`config.mk`:
```
export PLATFORM = sky130hd
export DESIGN_NAME = cke_power_ctrl
export DESIGN_NICKNAME = d
export VERILOG_FILES = /design/src/rtl/cke_pwr_pkg.sv /design/src/rtl/cke_sampler.sv /design/src/rtl/pwr_down_timer.sv /design/src/rtl/pwr_state_fsm.sv /design/src/rtl/cke_power_ctrl.sv
export SDC_FILE = /design/constraint.sdc
export NUM_CORES = 1
export LEC_CHECK = 0
export BUFFER_PORTS_ARGS = -buffer_cell sky130_fd_sc_hd__buf_2
export CAP_MARGIN = 20
export CORE_MARGIN = 5
export CORE_UTILIZATION = 34
export CTS_CLUSTER_SIZE = 25
export DETAILED_ROUTE_END_ITERATION = 8
export SYNTH_ARGS = -nofsm -noshare
export SYNTH_HDL_FRONTEND = slang
export SYNTH_SLANG_ARGS = --single-unit
```
`constraint.sdc`:
```
create_clock -name clk -period 2.2 [get_ports clk]
set_input_delay 0.22 -clock clk [delete_from_list [all_inputs] [get_ports clk]]
set_output_delay 0.22 -clock clk [all_outputs]
set_load 0.01 [all_outputs]
```
`src/rtl/cke_pwr_pkg.sv`:
```
package cke_pwr_pkg;

  typedef enum logic [2:0] {
    ST_PWRUP = 3'd0,
    ST_READY = 3'd1,
    ST_PDOWN = 3'd2,
    ST_SREF  = 3'd3,
    ST_WAKE  = 3'd4
  } pwr_state_e;

  typedef enum logic [2:0] {
    CMD_DESEL = 3'd0,
    CMD_NOP   = 3'd1,
    CMD_AREF  = 3'd2,
    CMD_ACT   = 3'd3,
    CMD_READ  = 3'd4,
    CMD_WRITE = 3'd5,
    CMD_PRE   = 3'd6,
    CMD_MRS   = 3'd7
  } pwr_cmd_e;

  function automatic logic is_quiet(input pwr_cmd_e c);
    return (c == CMD_DESEL) || (c == CMD_NOP);
  endfunction

  function automatic logic is_low_power(input pwr_state_e s);
    return (s == ST_PDOWN) || (s == ST_SREF);
  endfunction

endpackage

```
`src/rtl/cke_sampler.sv`:
```
module cke_sampler (
  input  logic clk,
  input  logic rst_n,
  input  logic cke_i,
  output logic cke_q_o,
  output logic fall_o
);
  logic cke_q;

  always_ff @(posedge clk or negedge rst_n) begin
    if (!rst_n) cke_q <= 1'b0;
    else        cke_q <= cke_i;
  end

  assign cke_q_o = cke_q;
  assign fall_o  = cke_q & ~cke_i;
endmodule

```
`src/rtl/pwr_down_timer.sv`:
```
module pwr_down_timer #(
  parameter int CNT_W   = 8,
  parameter int RST_VAL = 199
) (
  input  logic             clk,
  input  logic             rst_n,
  input  logic             load_i,
  input  logic [CNT_W-1:0] load_val_i,
  input  logic             dec_i,
  output logic             zero_o
);
  logic [CNT_W-1:0] cnt;

  always_ff @(posedge clk or negedge rst_n) begin
    if (!rst_n)                     cnt <= CNT_W'(RST_VAL);
    else if (load_i)                cnt <= load_val_i;
    else if (dec_i && cnt != '0)    cnt <= cnt - 1'b1;
  end

  assign zero_o = (cnt == '0);
endmodule

```
`src/rtl/pwr_state_fsm.sv`:
```
module pwr_state_fsm
  import cke_pwr_pkg::*;
#(
  parameter int CNT_W        = 8,
  parameter int INIT_CYCLES  = 200,
  parameter int SREF_CYCLES  = 200,
  parameter int PDOWN_CYCLES = 2
) (
  input  logic             clk,
  input  logic             rst_n,
  input  logic             cke_i,
  input  pwr_cmd_e         cmd_i,
  input  logic             banks_idle_i,
  input  logic             fall_i,
  input  logic             zero_i,
  output pwr_state_e       state_o,
  output logic             load_o,
  output logic [CNT_W-1:0] load_val_o,
  output logic             dec_o,
  output logic             illegal_o
);
  localparam logic [CNT_W-1:0] INIT_LD  = CNT_W'(INIT_CYCLES - 1);
  localparam logic [CNT_W-1:0] SREF_LD  = CNT_W'(SREF_CYCLES - 1);
  localparam logic [CNT_W-1:0] PDOWN_LD = CNT_W'(PDOWN_CYCLES - 1);

  pwr_state_e state_q, state_d;
  logic       bad_d, bad_q;

  always_comb begin
    state_d    = state_q;
    bad_d      = 1'b0;
    load_o     = 1'b0;
    load_val_o = INIT_LD;
    dec_o      = 1'b0;
    unique case (state_q)
      ST_PWRUP: begin
        if (!(cke_i && cmd_i == CMD_DESEL)) begin
          load_o     = 1'b1;
          load_val_o = INIT_LD;
        end else if (zero_i) begin
          state_d = ST_READY;
        end else begin
          dec_o = 1'b1;
        end
      end
      ST_READY: begin
        if (fall_i) begin
          if (cmd_i == CMD_AREF && banks_idle_i)       state_d = ST_SREF;
          else if (is_quiet(cmd_i) && banks_idle_i)    state_d = ST_PDOWN;
          else                                         bad_d   = 1'b1;
        end
      end
      ST_PDOWN, ST_SREF: begin
        if (cke_i) begin
          if (is_quiet(cmd_i)) begin
            state_d    = ST_WAKE;
            load_o     = 1'b1;
            load_val_o = (state_q == ST_SREF) ? SREF_LD : PDOWN_LD;
          end else begin
            bad_d = 1'b1;
          end
        end
      end
      ST_WAKE: begin
        if (zero_i) state_d = ST_READY;
        else        dec_o   = 1'b1;
      end
      default: state_d = ST_PWRUP;
    endcase
  end

  always_ff @(posedge clk or negedge rst_n) begin
    if (!rst_n) begin
      state_q <= ST_PWRUP;
      bad_q   <= 1'b0;
    end else begin
      state_q <= state_d;
      bad_q   <= bad_d;
    end
  end

  assign state_o   = state_q;
  assign illegal_o = bad_q;
endmodule

```
`src/rtl/cke_power_ctrl.sv`:
```
module cke_power_ctrl
  import cke_pwr_pkg::*;
#(
  parameter int INIT_CYCLES       = 200,
  parameter int SREF_EXIT_CYCLES  = 200,
  parameter int PDOWN_EXIT_CYCLES = 2
) (
  input  logic       clk,
  input  logic       rst_n,
  input  logic       cke_i,
  input  logic [2:0] cmd_i,
  input  logic       banks_idle_i,
  output logic [2:0] state_o,
  output logic       cmd_accept_o,
  output logic       illegal_o,
  output logic       output_hiz_o
);
  localparam int MAX_A = (INIT_CYCLES > SREF_EXIT_CYCLES) ? INIT_CYCLES : SREF_EXIT_CYCLES;
  localparam int MAX_C = (MAX_A > PDOWN_EXIT_CYCLES) ? MAX_A : PDOWN_EXIT_CYCLES;
  localparam int CNT_W = $clog2(MAX_C + 1);

  logic             cke_q, fall;
  logic             ld, dec, zero;
  logic [CNT_W-1:0] ld_val;
  pwr_state_e       st;

  cke_sampler u_smp (
    .clk(clk), .rst_n(rst_n), .cke_i(cke_i), .cke_q_o(cke_q), .fall_o(fall)
  );

  pwr_down_timer #(.CNT_W(CNT_W), .RST_VAL(INIT_CYCLES - 1)) u_tmr (
    .clk(clk), .rst_n(rst_n), .load_i(ld), .load_val_i(ld_val),
    .dec_i(dec), .zero_o(zero)
  );

  pwr_state_fsm #(
    .CNT_W(CNT_W), .INIT_CYCLES(INIT_CYCLES),
    .SREF_CYCLES(SREF_EXIT_CYCLES), .PDOWN_CYCLES(PDOWN_EXIT_CYCLES)
  ) u_fsm (
    .clk(clk), .rst_n(rst_n), .cke_i(cke_i), .cmd_i(pwr_cmd_e'(cmd_i)),
    .banks_idle_i(banks_idle_i), .fall_i(fall), .zero_i(zero),
    .state_o(st), .load_o(ld), .load_val_o(ld_val), .dec_o(dec),
    .illegal_o(illegal_o)
  );

  assign state_o      = st;
  assign cmd_accept_o = (st == ST_READY);
  assign output_hiz_o = ~cke_q | (st != ST_READY);
endmodule

```
-- Yosys cells after proc, flatten, opt, wreduce, memory -nomap -nowiden
Index checks and enable logic that the tools add are counted.
- bits of input ports: 7
- memories kept: 0
- output and inout port bits: 6
- memory bits (read-only): 0
- register bits: 13
- latch bits: 0
- logic and storage cells: 60
- bits in writable memories: 0
- bitwise gates (word level): 4
- magnitude comparators: 0
- reductions and logical operators: 12
- $mul: 0
- shift operators: 0
- add/sub/neg operators: 1
- multiplexer cells: 27
- eq/ne operators: 12
- divide/modulo/power cells: 0
- operators by type and width (operator ; count):
    two-way mux 8 bit ; 6
    two-way mux 3 bit ; 7
    one-hot mux 3 bit (4 select lines) ; 1
    two-way mux 1 bit ; 10
    == test 3 x 2 -> 1 bit, second input constant ; 3
    logical NOT 8 bit ; 1
    nonzero test 8 bit ; 1
    subtractor 8 x 1 -> 8 bit, second input constant ; 1
    == test 3 x 1 -> 1 bit, second input constant ; 2
    logical NOT 3 bit ; 2
    inequality test 2 x 1 -> 1 bit, second input constant ; 3
    inequality test 3 x 1 -> 1 bit, second input constant ; 2
    one-hot mux 1 bit (2 select lines) ; 3
    AND reduction 5 bit ; 1
    logical AND 1 bit ; 4
    == test 3 bit, second input constant ; 1
    inequality test 2 bit, second input constant ; 1
    NOT 1 bit ; 2
    nonzero test 2 bit ; 1
    OR reduction 2 bit ; 1
    bitwise AND 1 bit ; 1
    logical OR 1 bit ; 1
    OR 1 bit ; 1

-- Logic depth before layout (Yosys ltp)
- depth in word-level cells: 7
- mapped depth: 6
- mapped depth without buffers: 6

-- Modules after synthesis
From an unflattened synthesis, not the netlist that was laid out.
- cell total of the unflattened synthesis: 103
- area total of the unflattened synthesis: 935.9 sq um
- modules (own cells, without submodules) (module ; seq. area each (sq um) ; times used ; area an instance (sq um) ; cells an instance):
    pwr_down_timer ; 206.4 ; 1 ; 534.3 ; 58
    pwr_state_fsm ; 100.1 ; 1 ; 339.1 ; 41
    cke_sampler ; 25.0 ; 1 ; 38.8 ; 2
    cke_power_ctrl ; 0.0 ; 1 ; 23.8 ; 2

-- Worst setup path after synthesis
Ideal clock, no wire load.
- kind: register to register
- start: reg u_tmr.cnt[0]
- end: reg u_tmr.cnt[5]
- arrival: 1708 ps
- setup slack: 413 ps
- buffers on the path: 1
- cell stages (with the launch flop): 7
- setup time: 78 ps
- cells stage by stage: dfstp_2 > inv_1 > ha_1 > and3_1 > clkbuf_1 > or4_1 > a21oi_1
- longest elaborated chain between the ends: 6
- elaborated cells between the ends (all ways): 10
- those cells by class: add/sub: 1; mux: 5; reduce/logical: 4
- RTL lines (item ; RTL line ; source):
    start, declared ; pwr_down_timer.sv:12 ; logic [CNT_W-1:0] cnt;
    start signal, assigned ; pwr_down_timer.sv:15 ; if (!rst_n) cnt <= CNT_W'(RST_VAL);
    start signal, assigned ; pwr_down_timer.sv:16 ; else if (load_i) cnt <= load_val_i;
    start signal, assigned ; pwr_down_timer.sv:17 ; else if (dec_i && cnt != '0) cnt <= cnt - 1'b1;
    branches (longest 6 deep; another with subtractor 8 x 1 -> 8 bit) ; -- ;
Several ways; the timed one is not identified. The select of a mux whose other input is x is not followed.
A chain may end at the register's enable or synchronous reset.

-- Worst setup path in the final report
- start: reg u_fsm.state_q[2] (netlist: u_fsm.state_o[2])
- end: out output_hiz_o
- longest elaborated chain between the ends: 2
- RTL lines (item ; RTL line ; source):
    start, declared ; pwr_state_fsm.sv:26 ; pwr_state_e state_q, state_d;
    start signal, assigned ; pwr_state_fsm.sv:77 ; state_q <= state_d;
    inequality test 3 x 1 -> 1 bit ; cke_power_ctrl.sv:48 ; assign output_hiz_o = ~cke_q | (st != ST_READY);
    OR 1 bit ; cke_power_ctrl.sv:48 ;
    end, declared ; cke_power_ctrl.sv:16 ; output logic output_hiz_o
Every way passes these cells.

==> metrics.cfg <==
[flow_run]
cap_violations=0

[yosys]
synth_top_cell_by_area=dfrtp_1
syn-num-nets=102
synth_cell_types=40
synthSimpleGateAreaFrac=0.328
ys_warn_count=0
synth_area_per_cell_um2=9.05
synth_top_family_by_area=simple AND/OR/NAND/NOR gates
synthMuxAreaShare=0.0119
synthAdderAreaFrac=0.0297
yosysSeqAreaShare=0.394
async_flop_share=1.00
yosys_register_bits=13
synth_flop_cell=dfrtp_1
synth-edff-count=0
synth-compound-area-share=0.210
synth_xor_area_frac=0
syn-cell-area_um2=842
syn_inst=93
synth.area.top_cells=dfrtp_1, dfstp_2, nand2_1
netlist.area_leader.share=0.238

[global_routing]
track_usage=0.121
grt_max_degree=14
grt-ovfl-total=0
grt_pass1_vias=715
grt_pass1_wl_mm=3.24
antenna_found_initial=0

[setup_path]
max_stage_delay_ps=520
arrival_ps=1650
end_kind=output port
crit_family=simple AND/OR/NAND/NOR gates
critPathLaunchType=flop
cp.buffers_inverters=1
critPathKind=reg -> out
worstPathCellList=nand2b_1 > or3b_2 > buf_2
crit_fanout=13
required_ps=1980
crit_path_top_delay_cell=dfrtp_1

[layout]
final_cells=137
n_antenna_cell=0
fillers=260
nNetsFinal=117
final_area_um2=966
drive_above_1_share=0.262
area_delta_synth_final_pct=14.7
utilization=0.397

[sta]
slew_violations=0
fin_setup_tns_ps=0
rsz0062_at_grt=no
worst_pin_slew_ps=505
setup_viol=0
hold_viol_final=0
period_share=0.851
fin_hold_ws_ps=130
clock_skew_ps=3.74
finalCriticalPeriod_ps=1870
max_freq_ghz=0.534
relSlewSlack=0.663

[route]
vias=771
wl_per_cell_um=14.2
drtIter0Drc=18
routed_wl_mm=1.95
drt-pass1-iter-count=4
ant_nets=0
viasPerCell=5.63
drc=0

[clock_network]
cts_buffer_depth=2
clk_pin_slew_ps=90
clk_latency_ps=290
numCtsBuffers=3
cts_tree=yes
htree_levels=1
postCtsSetupBuffers=0
cts_sinks=13
holdBufCountCts=1
clockRootBuffer=clkbuf_4
cts_resized=0

[worst_hold_path]
hold_class=in -> reg

[place]
place_congestion=0.898
dp.cells=132
post_dp_cell_area_um2=928
hpwl_mm=1.44
port_buffers=12

[floorplanning]
initial_core_util=0.346
die_width_um=59.8
fp-row-count=18
core_region_area_um2=2430
ios=13
die_h_um=59.8
dieArea_um2=3570

[power_and_ir_drop]
p_leak_nw=0.397
max-vdd-ir-drop_v=0.000330
power.density_nw_per_um2=451

[status]
status=finished, final reports clean

==> path summary, 6_finish.rpt <==
kind	slack, ps	depth (start not counted)	end	start
worst min register to register	550	2	u_tmr.cnt[6]$_DFFE_PN1P_	u_tmr.cnt[6]$_DFFE_PN1P_
max in group asynchronous	1580	2	u_tmr.cnt[7]$_DFFE_PN1P_	rst_n
min in group asynchronous	340	2	u_tmr.cnt[5]$_DFFE_PN0P_	rst_n
worst max register to register	360	5	u_tmr.cnt[5]$_DFFE_PN0P_	u_tmr.cnt[0]$_DFFE_PN1P_
worst min-delay path	130	1	u_smp.cke_q_o$_DFF_PN0_	cke_i
worst max-delay path	330	3	output_hiz_o	u_fsm.state_o[2]$_DFFE_PN0P_
==> cells in the final DEF (no fill, tap or decap), drive strengths merged, types with 2 or more instances in the layout <==
master | netlist | layout
clkbuf | 3 | 3
dfrtp | 8 | 8
o31ai | 2 | 2
a21oi | 3 | 3
nand2 | 11 | 11
and3 | 2 | 2
o21ai | 4 | 4
o211ai | 3 | 3
o21a | 2 | 2
or3 | 2 | 2
ha | 2 | 2
dfstp | 5 | 5
a211oi | 2 | 2
inv | 3 | 3
a22oi | 2 | 2
nand2b | 2 | 2
nor3 | 3 | 3
o22ai | 2 | 2
nor4 | 3 | 3
nand3 | 3 | 3
buf | 0 | 12
nor2 | 9 | 9
==> cell type report <==
type	count	area, µm²	share of cell area
clock inverters	1	5.00	0.00518
inverters	3	11.3	0.0117
well taps	30	37.5	0.0389
clock buffers	3	22.5	0.0233
flip-flops and latches	13	332	0.343
multi-input cells	74	488	0.505
repair buffers	13	70.1	0.0725
==> sequential cells by signal, summed over array words and instances (netlist names) <==
signal           count
u_fsm.illegal_o      1
u_fsm.state_o        3
u_smp.cke_q_o        1
u_tmr.cnt            8
==> layer usage <==
metal  track usage  share of wire
met5             0              0
met4        0.0601          0.011
met3        0.0367          0.048
met2         0.185           0.47
met1         0.152           0.47
==> metrics by stage <==
stage | setup slack, ps | total power, mW
CTS | 327 | 0.444
finish | 327 | 0.436
global placement | 434 | 0.283
detailed placement | 382 | 0.283
global route | 250 | 0.457
floorplan | 413 | 0.264
==> cell usage after synthesis (3+ instances only) <==
cell type / count
nand3_1: 3
o211ai_1: 3
dfrtp_1: 8
nor3_1: 3
a21oi_1: 3
nor2_1: 9
nand2_1: 11
o21ai_0: 3
inv_1: 3
dfstp_2: 5
clkbuf_1: 3
==> cells by family (layout without fill, tap and decap cells) <==
kind of cell               after synthesis  after routing
AOI/OAI and AO/OA                       25             25
adders and majority gates                2              2
buffers and inverters                    6             20
DFF                                     13             13
muxes                                    1              1
and+or+nand+nor                         46             46
==> power breakdown <==
part           internal [mW]  switching, mW  leakage (nW)
Clock                 0.0676         0.0880        0.0177
Sequential             0.243        0.00205         0.162
Combinational         0.0138         0.0214         0.218
Total                  0.324          0.111         0.397
No activity file was read; power rests on OpenSTA's default activity.
